## src/rtl/rs485_pkg.sv

```systemverilog
package rs485_pkg;

    typedef enum logic {
        RX_OFF = 1'b0,
        RX_ON  = 1'b1
    } rx_state_t;

    typedef enum logic [1:0] {
        DIR_IDLE   = 2'd0,
        DIR_LAUNCH = 2'd1,
        DIR_SEND   = 2'd2
    } dir_state_t;

    typedef struct packed {
        logic push;
        logic flag;
        logic irq;
    } rx_verdict_t;

endpackage

```

## src/rtl/rs485_rx_filter.sv

```systemverilog
module rs485_rx_filter
    import rs485_pkg::*;
#(
    parameter int DATA_W = 8
) (
    input  logic              clk,
    input  logic              rst_n,
    input  logic              rx_valid,
    input  logic [DATA_W-1:0] rx_data,
    input  logic              rx_bit9,
    input  logic [DATA_W-1:0] station_addr,
    input  logic              mdrop_en,
    input  logic              auto_addr,
    input  logic              host_rxen_wr,
    input  logic              host_rxen_val,
    output logic              rx_en,
    output logic              push_vld,
    output logic [DATA_W-1:0] push_data,
    output logic              push_aflag,
    output logic              lsr_irq
);

    rx_state_t   state_q, state_d;
    rx_verdict_t verdict;
    logic        addr_hit;

    assign addr_hit = rx_bit9 && (rx_data == station_addr);

    // next state and per-character verdict
    always_comb begin
        state_d = state_q;
        verdict = '0;
        if (rx_valid) begin
            if (!mdrop_en) begin
                verdict.push = 1'b1;
            end else begin
                unique case (state_q)
                    RX_OFF: begin
                        if (rx_bit9) begin
                            if (!auto_addr || addr_hit) begin
                                verdict = '{push: 1'b1, flag: 1'b1, irq: 1'b1};
                                if (auto_addr) state_d = RX_ON;
                            end
                        end
                    end
                    RX_ON: begin
                        if (!rx_bit9) begin
                            verdict.push = 1'b1;
                        end else if (!auto_addr || addr_hit) begin
                            verdict = '{push: 1'b1, flag: 1'b1, irq: 1'b1};
                        end else begin
                            state_d = RX_OFF;
                        end
                    end
                    default: state_d = RX_OFF;
                endcase
            end
        end
        if (host_rxen_wr) begin
            state_d = host_rxen_val ? RX_ON : RX_OFF;
        end
    end

    // state register
    always_ff @(posedge clk or negedge rst_n) begin
        if (!rst_n) state_q <= RX_OFF;
        else        state_q <= state_d;
    end

    // output register
    always_ff @(posedge clk or negedge rst_n) begin
        if (!rst_n) begin
            push_vld   <= 1'b0;
            push_data  <= '0;
            push_aflag <= 1'b0;
            lsr_irq    <= 1'b0;
        end else begin
            push_vld   <= verdict.push;
            push_data  <= rx_data;
            push_aflag <= verdict.flag;
            lsr_irq    <= verdict.irq;
        end
    end

    assign rx_en = (state_q == RX_ON);


    aflag_src_chk: assert property (@(posedge clk) disable iff (!rst_n)
        (push_vld && push_aflag) |-> ($past(rx_bit9) && $past(mdrop_en)));


    irq_with_flag_chk: assert property (@(posedge clk) disable iff (!rst_n)
        lsr_irq |-> (push_vld && push_aflag));


    data_blocked_chk: assert property (@(posedge clk) disable iff (!rst_n)
        (rx_valid && mdrop_en && !rx_bit9 && !rx_en) |=> !push_vld);


    push_needs_char_chk: assert property (@(posedge clk) disable iff (!rst_n)
        push_vld |-> $past(rx_valid));

endmodule

```

## src/rtl/rs485_dir_ctrl.sv

```systemverilog
module rs485_dir_ctrl
    import rs485_pkg::*;
(
    input  logic clk,
    input  logic rst_n,
    input  logic auto_dir,
    input  logic rts_invert,
    input  logic manual_rts,
    input  logic hwfc_en,
    input  logic hwfc_rts,
    input  logic txq_wr,
    input  logic tx_fifo_empty,
    input  logic tx_shift_idle,
    output logic rts_n
);

    dir_state_t state_q, state_d;
    logic       drive_active;
    logic       tx_drained;
    logic       host_req;

    assign tx_drained = tx_fifo_empty && tx_shift_idle;

    always_comb begin
        state_d = state_q;
        if (!auto_dir) begin
            state_d = DIR_IDLE;
        end else begin
            unique case (state_q)
                DIR_IDLE:   if (txq_wr) state_d = DIR_LAUNCH;
                DIR_LAUNCH: if (!tx_drained) state_d = DIR_SEND;
                DIR_SEND: begin
                    if (txq_wr)          state_d = DIR_LAUNCH;
                    else if (tx_drained) state_d = DIR_IDLE;
                end
                default:    state_d = DIR_IDLE;
            endcase
        end
    end

    // state register
    always_ff @(posedge clk or negedge rst_n) begin
        if (!rst_n) state_q <= DIR_IDLE;
        else        state_q <= state_d;
    end

    // pin level
    always_comb begin
        drive_active = (state_q != DIR_IDLE);
        host_req     = hwfc_en ? hwfc_rts : manual_rts;
        if (auto_dir) rts_n = rts_invert ? drive_active : ~drive_active;
        else          rts_n = ~host_req;
    end


    wr_drives_chk: assert property (@(posedge clk) disable iff (!rst_n)
        (auto_dir && txq_wr) |=> (drive_active || !auto_dir));


    release_drained_chk: assert property (@(posedge clk) disable iff (!rst_n)
        ($fell(drive_active) && $past(auto_dir)) |-> $past(tx_drained && !txq_wr));

endmodule

```

## src/rtl/rs485_ctrl.sv

```systemverilog
module rs485_ctrl #(
    parameter int DATA_W = 8
) (
    input  logic              clk,
    input  logic              rst_n,
    input  logic              rx_valid,
    input  logic [DATA_W-1:0] rx_data,
    input  logic              rx_bit9,
    input  logic [DATA_W-1:0] station_addr,
    input  logic              mdrop_en,
    input  logic              auto_addr,
    input  logic              host_rxen_wr,
    input  logic              host_rxen_val,
    input  logic              auto_dir,
    input  logic              rts_invert,
    input  logic              manual_rts,
    input  logic              hwfc_en,
    input  logic              hwfc_rts,
    input  logic              txq_wr,
    input  logic              tx_fifo_empty,
    input  logic              tx_shift_idle,
    output logic              rx_en,
    output logic              push_vld,
    output logic [DATA_W-1:0] push_data,
    output logic              push_aflag,
    output logic              lsr_irq,
    output logic              rts_n
);

    rs485_rx_filter #(.DATA_W(DATA_W)) u_rx (
        .clk           (clk),
        .rst_n         (rst_n),
        .rx_valid      (rx_valid),
        .rx_data       (rx_data),
        .rx_bit9       (rx_bit9),
        .station_addr  (station_addr),
        .mdrop_en      (mdrop_en),
        .auto_addr     (auto_addr),
        .host_rxen_wr  (host_rxen_wr),
        .host_rxen_val (host_rxen_val),
        .rx_en         (rx_en),
        .push_vld      (push_vld),
        .push_data     (push_data),
        .push_aflag    (push_aflag),
        .lsr_irq       (lsr_irq)
    );

    rs485_dir_ctrl u_dir (
        .clk           (clk),
        .rst_n         (rst_n),
        .auto_dir      (auto_dir),
        .rts_invert    (rts_invert),
        .manual_rts    (manual_rts),
        .hwfc_en       (hwfc_en),
        .hwfc_rts      (hwfc_rts),
        .txq_wr        (txq_wr),
        .tx_fifo_empty (tx_fifo_empty),
        .tx_shift_idle (tx_shift_idle),
        .rts_n         (rts_n)
    );

endmodule

```

## config.mk

```make
export PLATFORM = sky130hd
export DESIGN_NAME = rs485_ctrl
export DESIGN_NICKNAME = d
export VERILOG_FILES = /design/src/rtl/rs485_pkg.sv /design/src/rtl/rs485_rx_filter.sv /design/src/rtl/rs485_dir_ctrl.sv /design/src/rtl/rs485_ctrl.sv
export SDC_FILE = /design/constraint.sdc
export NUM_CORES = 1
export LEC_CHECK = 0
export BUFFER_PORTS_ARGS = -buffer_cell sky130_fd_sc_hd__buf_2
export CORE_MARGIN = 3
export CORE_UTILIZATION = 37
export CTS_CLUSTER_DIAMETER = 100
export DETAILED_ROUTE_END_ITERATION = 8
export PLACE_DENSITY = 0.76
export SLEW_MARGIN = 20
export SYNTH_ARGS = -nofsm -noshare
export SYNTH_HDL_FRONTEND = slang
export SYNTH_SLANG_ARGS = --single-unit
```

## constraint.sdc

```tcl
create_clock -name clk -period 1.3 [get_ports clk]
set_clock_uncertainty 0.1 [all_clocks]
set_input_delay 0 -clock clk [delete_from_list [all_inputs] [get_ports clk]]
set_output_delay 0 -clock clk [all_outputs]
set_load 0.01 [all_outputs]
```

Yosys cells after proc, flatten, opt, wreduce, memory -nomap -nowiden:

Cells that the tools add are included.

* bits in registers: 14
* word-level logic and storage cells: 52
* output and inout port bits: 13
* input bits: 32

* mux-type cells: 27
* eq/ne operators: 6
* reduce and logical (&&, ||, !) cells: 10
* bitwise logic cells: 3

Operators by type and width (number)
* 1-bit 2-to-1 mux: 14
* 2-bit 2-to-1 mux: 7
* 3-bit 2-to-1 mux: 3
* 8-bit == test: 1
* 3-bit inequality test, second input constant: 2
* 2-bit case mux with 3 select lines: 1
* 3-bit case mux with 2 select lines: 1
* 2-bit nonzero test: 3
* 4-bit by 3-bit inequality test with 1-bit output, second input constant: 1
* 1-bit inverter: 3
* 3-bit AND reduction: 1
* 2-bit by 1-bit == test with 1-bit output, second input constant: 1
* 2-bit == test, second input constant: 1
* 1-bit logical AND: 2
* 2-bit zero test: 1
* 1-bit case mux with 2 select lines: 1
* 2-bit AND reduction: 1
* 1-bit zero test: 1
* 1-bit logical OR: 1

Logic depth before layout (Yosys ltp):

* word-level depth: 9
* mapped depth: 4

Modules after synthesis:

From an unflattened synthesis, not the netlist that was laid out.

* cells, all modules: 45
* area total of the unflattened synthesis: 583.1 um^2

Modules (own cells, without submodules)
* rs485_rx_filter: cells an instance 32, seq. area each 275.3 um^2, area each 444.2 um^2, times used 1
* rs485_dir_ctrl: cells an instance 13, seq. area each 50.0 um^2, area each 138.9 um^2, times used 1

Worst setup path before layout:

No wires, ideal clock.

* path kind: reg2reg
* from: register u_rx.state_q, in the netlist u_rx.rx_en
* to: register u_rx.state_q, in the netlist u_rx.rx_en
* required time: 1072 ps
* buffers on the path: 0
* cell stages (with the launch flop): 4
* data arrival time: 772 ps
* period minus slack after synthesis: 1000 ps
* path slack: 300 ps
* cell sequence: dfrtp_1 -> and3b_1 -> a21oi_1 -> o31ai_2

* cells in the longest elaborated chain, start to end: 5

RTL lines
* start: declaration: line rs485_rx_filter.sv:23 `rx_state_t state_q, state_d;`
* start signal: assignment: line rs485_rx_filter.sv:67 `else state_q <= state_d;`
* 1-bit inverter: line rs485_rx_filter.sv:37 `unique case (state_q)`
* 1-bit case mux with 2 select lines *: line rs485_rx_filter.sv:37
* 1-bit 2-to-1 mux *: line rs485_rx_filter.sv:34 `if (!mdrop_en) begin`
* 1-bit 2-to-1 mux *: line rs485_rx_filter.sv:33 `if (rx_valid) begin`
* 1-bit 2-to-1 mux *: line rs485_rx_filter.sv:59 `if (host_rxen_wr) begin`

Every way passes the cells marked *; elsewhere a longest branch is shown, timed or not. The select of a mux whose other input is x is not followed.
A chain may end at the register's enable or synchronous reset.

==> results.sh <==
export IMPL_dr_pass1_iters=4
export IMPL_wl_per_cell_um=12.5
export IMPL_crit_path_start_kind="input port"
export IMPL_outcome="complete, no violations"
export IMPL_cap_violations=0
export IMPL_layout_drive_gt1_share_pct=45.6
export IMPL_r2r_setup_slack_ns=0.27
export IMPL_setup_viol=0
export IMPL_finalWorstSetupSlack_ns=0.000952
export IMPL_die_h_um=45.3
export IMPL_synthesis_nets=78
export IMPL_critical_path_class="in2reg"
export IMPL_crit_top_cell="dlygate4sd3_1"
export IMPL_synth_area_top_cells="dfrtp_1 (57%), xor2_1 (12%), mux2i_1 (5.3%), nor4_2 (4.4%), a21oi_1 (2.6%)"
export IMPL_p_leak_nw=0.553
export IMPL_worst_pin_slew_ns=0.339
export IMPL_design_area_um2=1070
export IMPL_dr_total_vias=629
export IMPL_grt_overflow=0
export IMPL_crit_path_max_fanout=4
export IMPL_slowest_stage="dlygate4sd3_1"
export IMPL_antenna_found_initial=0
export IMPL_netlist_instances=46
export IMPL_clock_path_buffers=2
export IMPL_crit_buf_inv=3
export IMPL_areaGrowthSynthToFinish_pct=86.7
export IMPL_dp_hpwl_um=984
export IMPL_period_share_pct=99.9
export IMPL_synth_seq_area_share_pct=56.9
export IMPL_clk_latency_ns=0.28
export IMPL_num_io_pins=45
export IMPL_swShare_pct=26.8
export IMPL_drt_total_wl_mm=1.62
export IMPL_yosysMostFrequentCell="dfrtp_1"
export IMPL_hold_violations=0
export IMPL_via_per_inst=4.88
export IMPL_drcViolationCount=0
export IMPL_r2r_end="u_dir.state_q[1]$_DFFE_PN0P_"
export IMPL_vdd_ir_drop_max_uv=798
export IMPL_grt_max_degree=14
export IMPL_nFillCells=101
export IMPL_final_nets=147
export IMPL_ys_ff_latch=13
export IMPL_fmax_mhz=770
export IMPL_drt_iter0_markers=8
export IMPL_cp_required_ns=1.41
export IMPL_powerDensity_nw_per_um2=853
export IMPL_avgSynthCellArea_um2=12.4
export IMPL_synth_common_cells="dfrtp_1 (13), xor2_1 (8), a21oi_1 (3), mux2i_1 (3), nor2_1 (3)"
export IMPL_numCtsBuffers=3
export IMPL_yosysUniqueCellTypes=19
export IMPL_path_delay_family="buffers and inverters"
export IMPL_synth_edf_count=0
export IMPL_netlist_area_um2=572
export IMPL_synth_warnings=0
export IMPL_clk_pin_slew_ns=0.09
export IMPL_p_clk_share_pct=28.1
export IMPL_h_tree_depth=1
export IMPL_diodes=0
export IMPL_fin_hold_ws_ns=0.0228
export IMPL_dieWidth_um=45.3
export IMPL_slew_violations=0
export IMPL_slew_limit_headroom_pct=77.2
export IMPL_die_area_um2=2050
export IMPL_p_int_mw=0.667
export IMPL_coreArea_um2=1370
export IMPL_cts_tree="done"
export IMPL_hold_class="in2async"
export IMPL_finalSetupTns_ns=0
export IMPL_async_flop_share_pct=100
export IMPL_yosysTopAreaCell="dfrtp_1"
export IMPL_finalCriticalPeriod_ns=1.30
export IMPL_grt_pass1_vias=677
export IMPL_ctsRootBufferMaster="clkbuf_4"
export IMPL_reg2reg_from="u_dir.state_q[0]$_DFFE_PN0P_"
export IMPL_reg2regPathDepth=3
export IMPL_drtAntennaViolNets=0
export IMPL_initial_core_util_pct=41.8
export IMPL_dpl_worst_slack_ns=0.168
export IMPL_cp_arrival_ns=1.41
export IMPL_cpPeakStageDelay_ns=0.56
export IMPL_rsz0062_at_grt="yes"
export IMPL_clock_sinks=13
export IMPL_io_buffers=44
export IMPL_rows=13
export IMPL_comb_power_share_pct=24.2
export IMPL_place_congestion=0.650
export IMPL_grt_pass1_wl_mm=2.62
export IMPL_total_power_mw=0.910
export IMPL_crit_path_end_kind="register"
export IMPL_netSwitchingPower_mw=0.244
export IMPL_synth_top_area_share_pct=56.9
export IMPL_postPlaceCellArea_um2=803
export IMPL_synth_ff_type="dfrtp_1"
export IMPL_seqPwrFrac_pct=47.7
export IMPL_grt_use_total_pct=18.0
export IMPL_path_cells="dlygate4sd3_1, buf_2, nand3_1, dlygate4sd3_1, a21oi_2"
## through the flow
step,util (%),cells
6_report,78.1,129
5_1_grt,78.1,129
4_1_cts,76.0,129
3_5_place_dp,58.8,104
3_3_place_gp,58.8,104
2_1_floorplan,-,46
## worst max path at each step
stage / start / end / slack [ns] / cells after the start
CTS: rx_data[3] / u_rx.push_vld$_DFF_PN0_ / 0.008 / 6
global placement: station_addr[7] / u_rx.rx_en$_DFFE_PN0P_ / 0.21 / 5
global route: u_dir.state_q[1]$_DFFE_PN0P_ / rts_n / -0.05 / 4
detailed placement: station_addr[7] / u_rx.push_vld$_DFF_PN0_ / 0.17 / 5
finish: mdrop_en / u_rx.lsr_irq$_DFF_PN0_ / 0.001 / 5
floorplan: u_rx.rx_en$_DFFE_PN0P_ / u_rx.rx_en$_DFFE_PN0P_ / 0.30 / 3
## power groups by stage
stage	registers (mW)	logic (mW)	clock network (mW)
global route	0.437	0.244	0.283
detailed placement	0.444	0.161	0
floorplan	0.454	0.0570	0
CTS	0.434	0.210	0.258
finish	0.434	0.221	0.256
global placement	0.442	0.158	0
## worst reg2reg max path: stages, from the launching register on
cell,delay (ns)
dfrtp_1,0.39
buf_4,0.14
mux2i_1,0.11
and3_1,0.18
## placed cells by master (no fill, tap or decap), types with 3 or more instances in the layout
| master | synthesis | routed |
|---|---|---|
| nor2_1 | 3 | 3 |
| clkbuf_4 | 0 | 3 |
| buf_2 | 0 | 41 |
| dfrtp_1 | 13 | 13 |
| xor2_1 | 8 | 8 |
| mux2i_1 | 3 | 3 |
| dlygate4sd3_1 | 0 | 20 |
## cell type report
type	instances	area [µm²]	share of cell area (%)
Clock buffer	3	22.5	2.11
Sequential cell	13	325	30.5
Inverter	1	3.75	0.352
Timing Repair Buffer	65	445	41.7
Clock inverter	1	5.00	0.469
Multi-Input combinational cell	31	246	23.1
Tap cell	15	18.8	1.76
## state kept, by name (all words and copies together) (netlist names)
register / cells
u_rx.push_data: 8
u_rx.push_vld: 1
u_dir.state_q: 2
u_rx.rx_en: 1
u_rx.lsr_irq: 1
## per-layer routing
metal	share of wire [%]	up-vias	global-route usage [%]	wire, µm
met1	34	294	16.3	555
met3	9.2	0	5.58	149
met5	0	-	0	0
met2	56	39	36.7	913
met4	0	0	5.26	0
li1	-	296	-	-
## kinds of logic (layout without fill, tap and decap cells)
logic type      count (synthesis)  after routing  synth area share [%]
compound gates                  6              6                  7.66
xor+xnor                        9              9                  13.8
buf+inv                         2             70                  1.97
flops                          13             13                  56.9
mux                             3              3                  5.25
simple gates                   13             13                  14.4
## timing repair
item / CTS / global route
endpoints found under the hold margin: 26 / 2
pin swaps: 0 / 6
resized for setup: 0 / 4
buffers inserted: 1 / 1
hold buffers: 20 / 2
setup endpoints to repair: 1 / 4
Power figures use the tool's default switching activity.
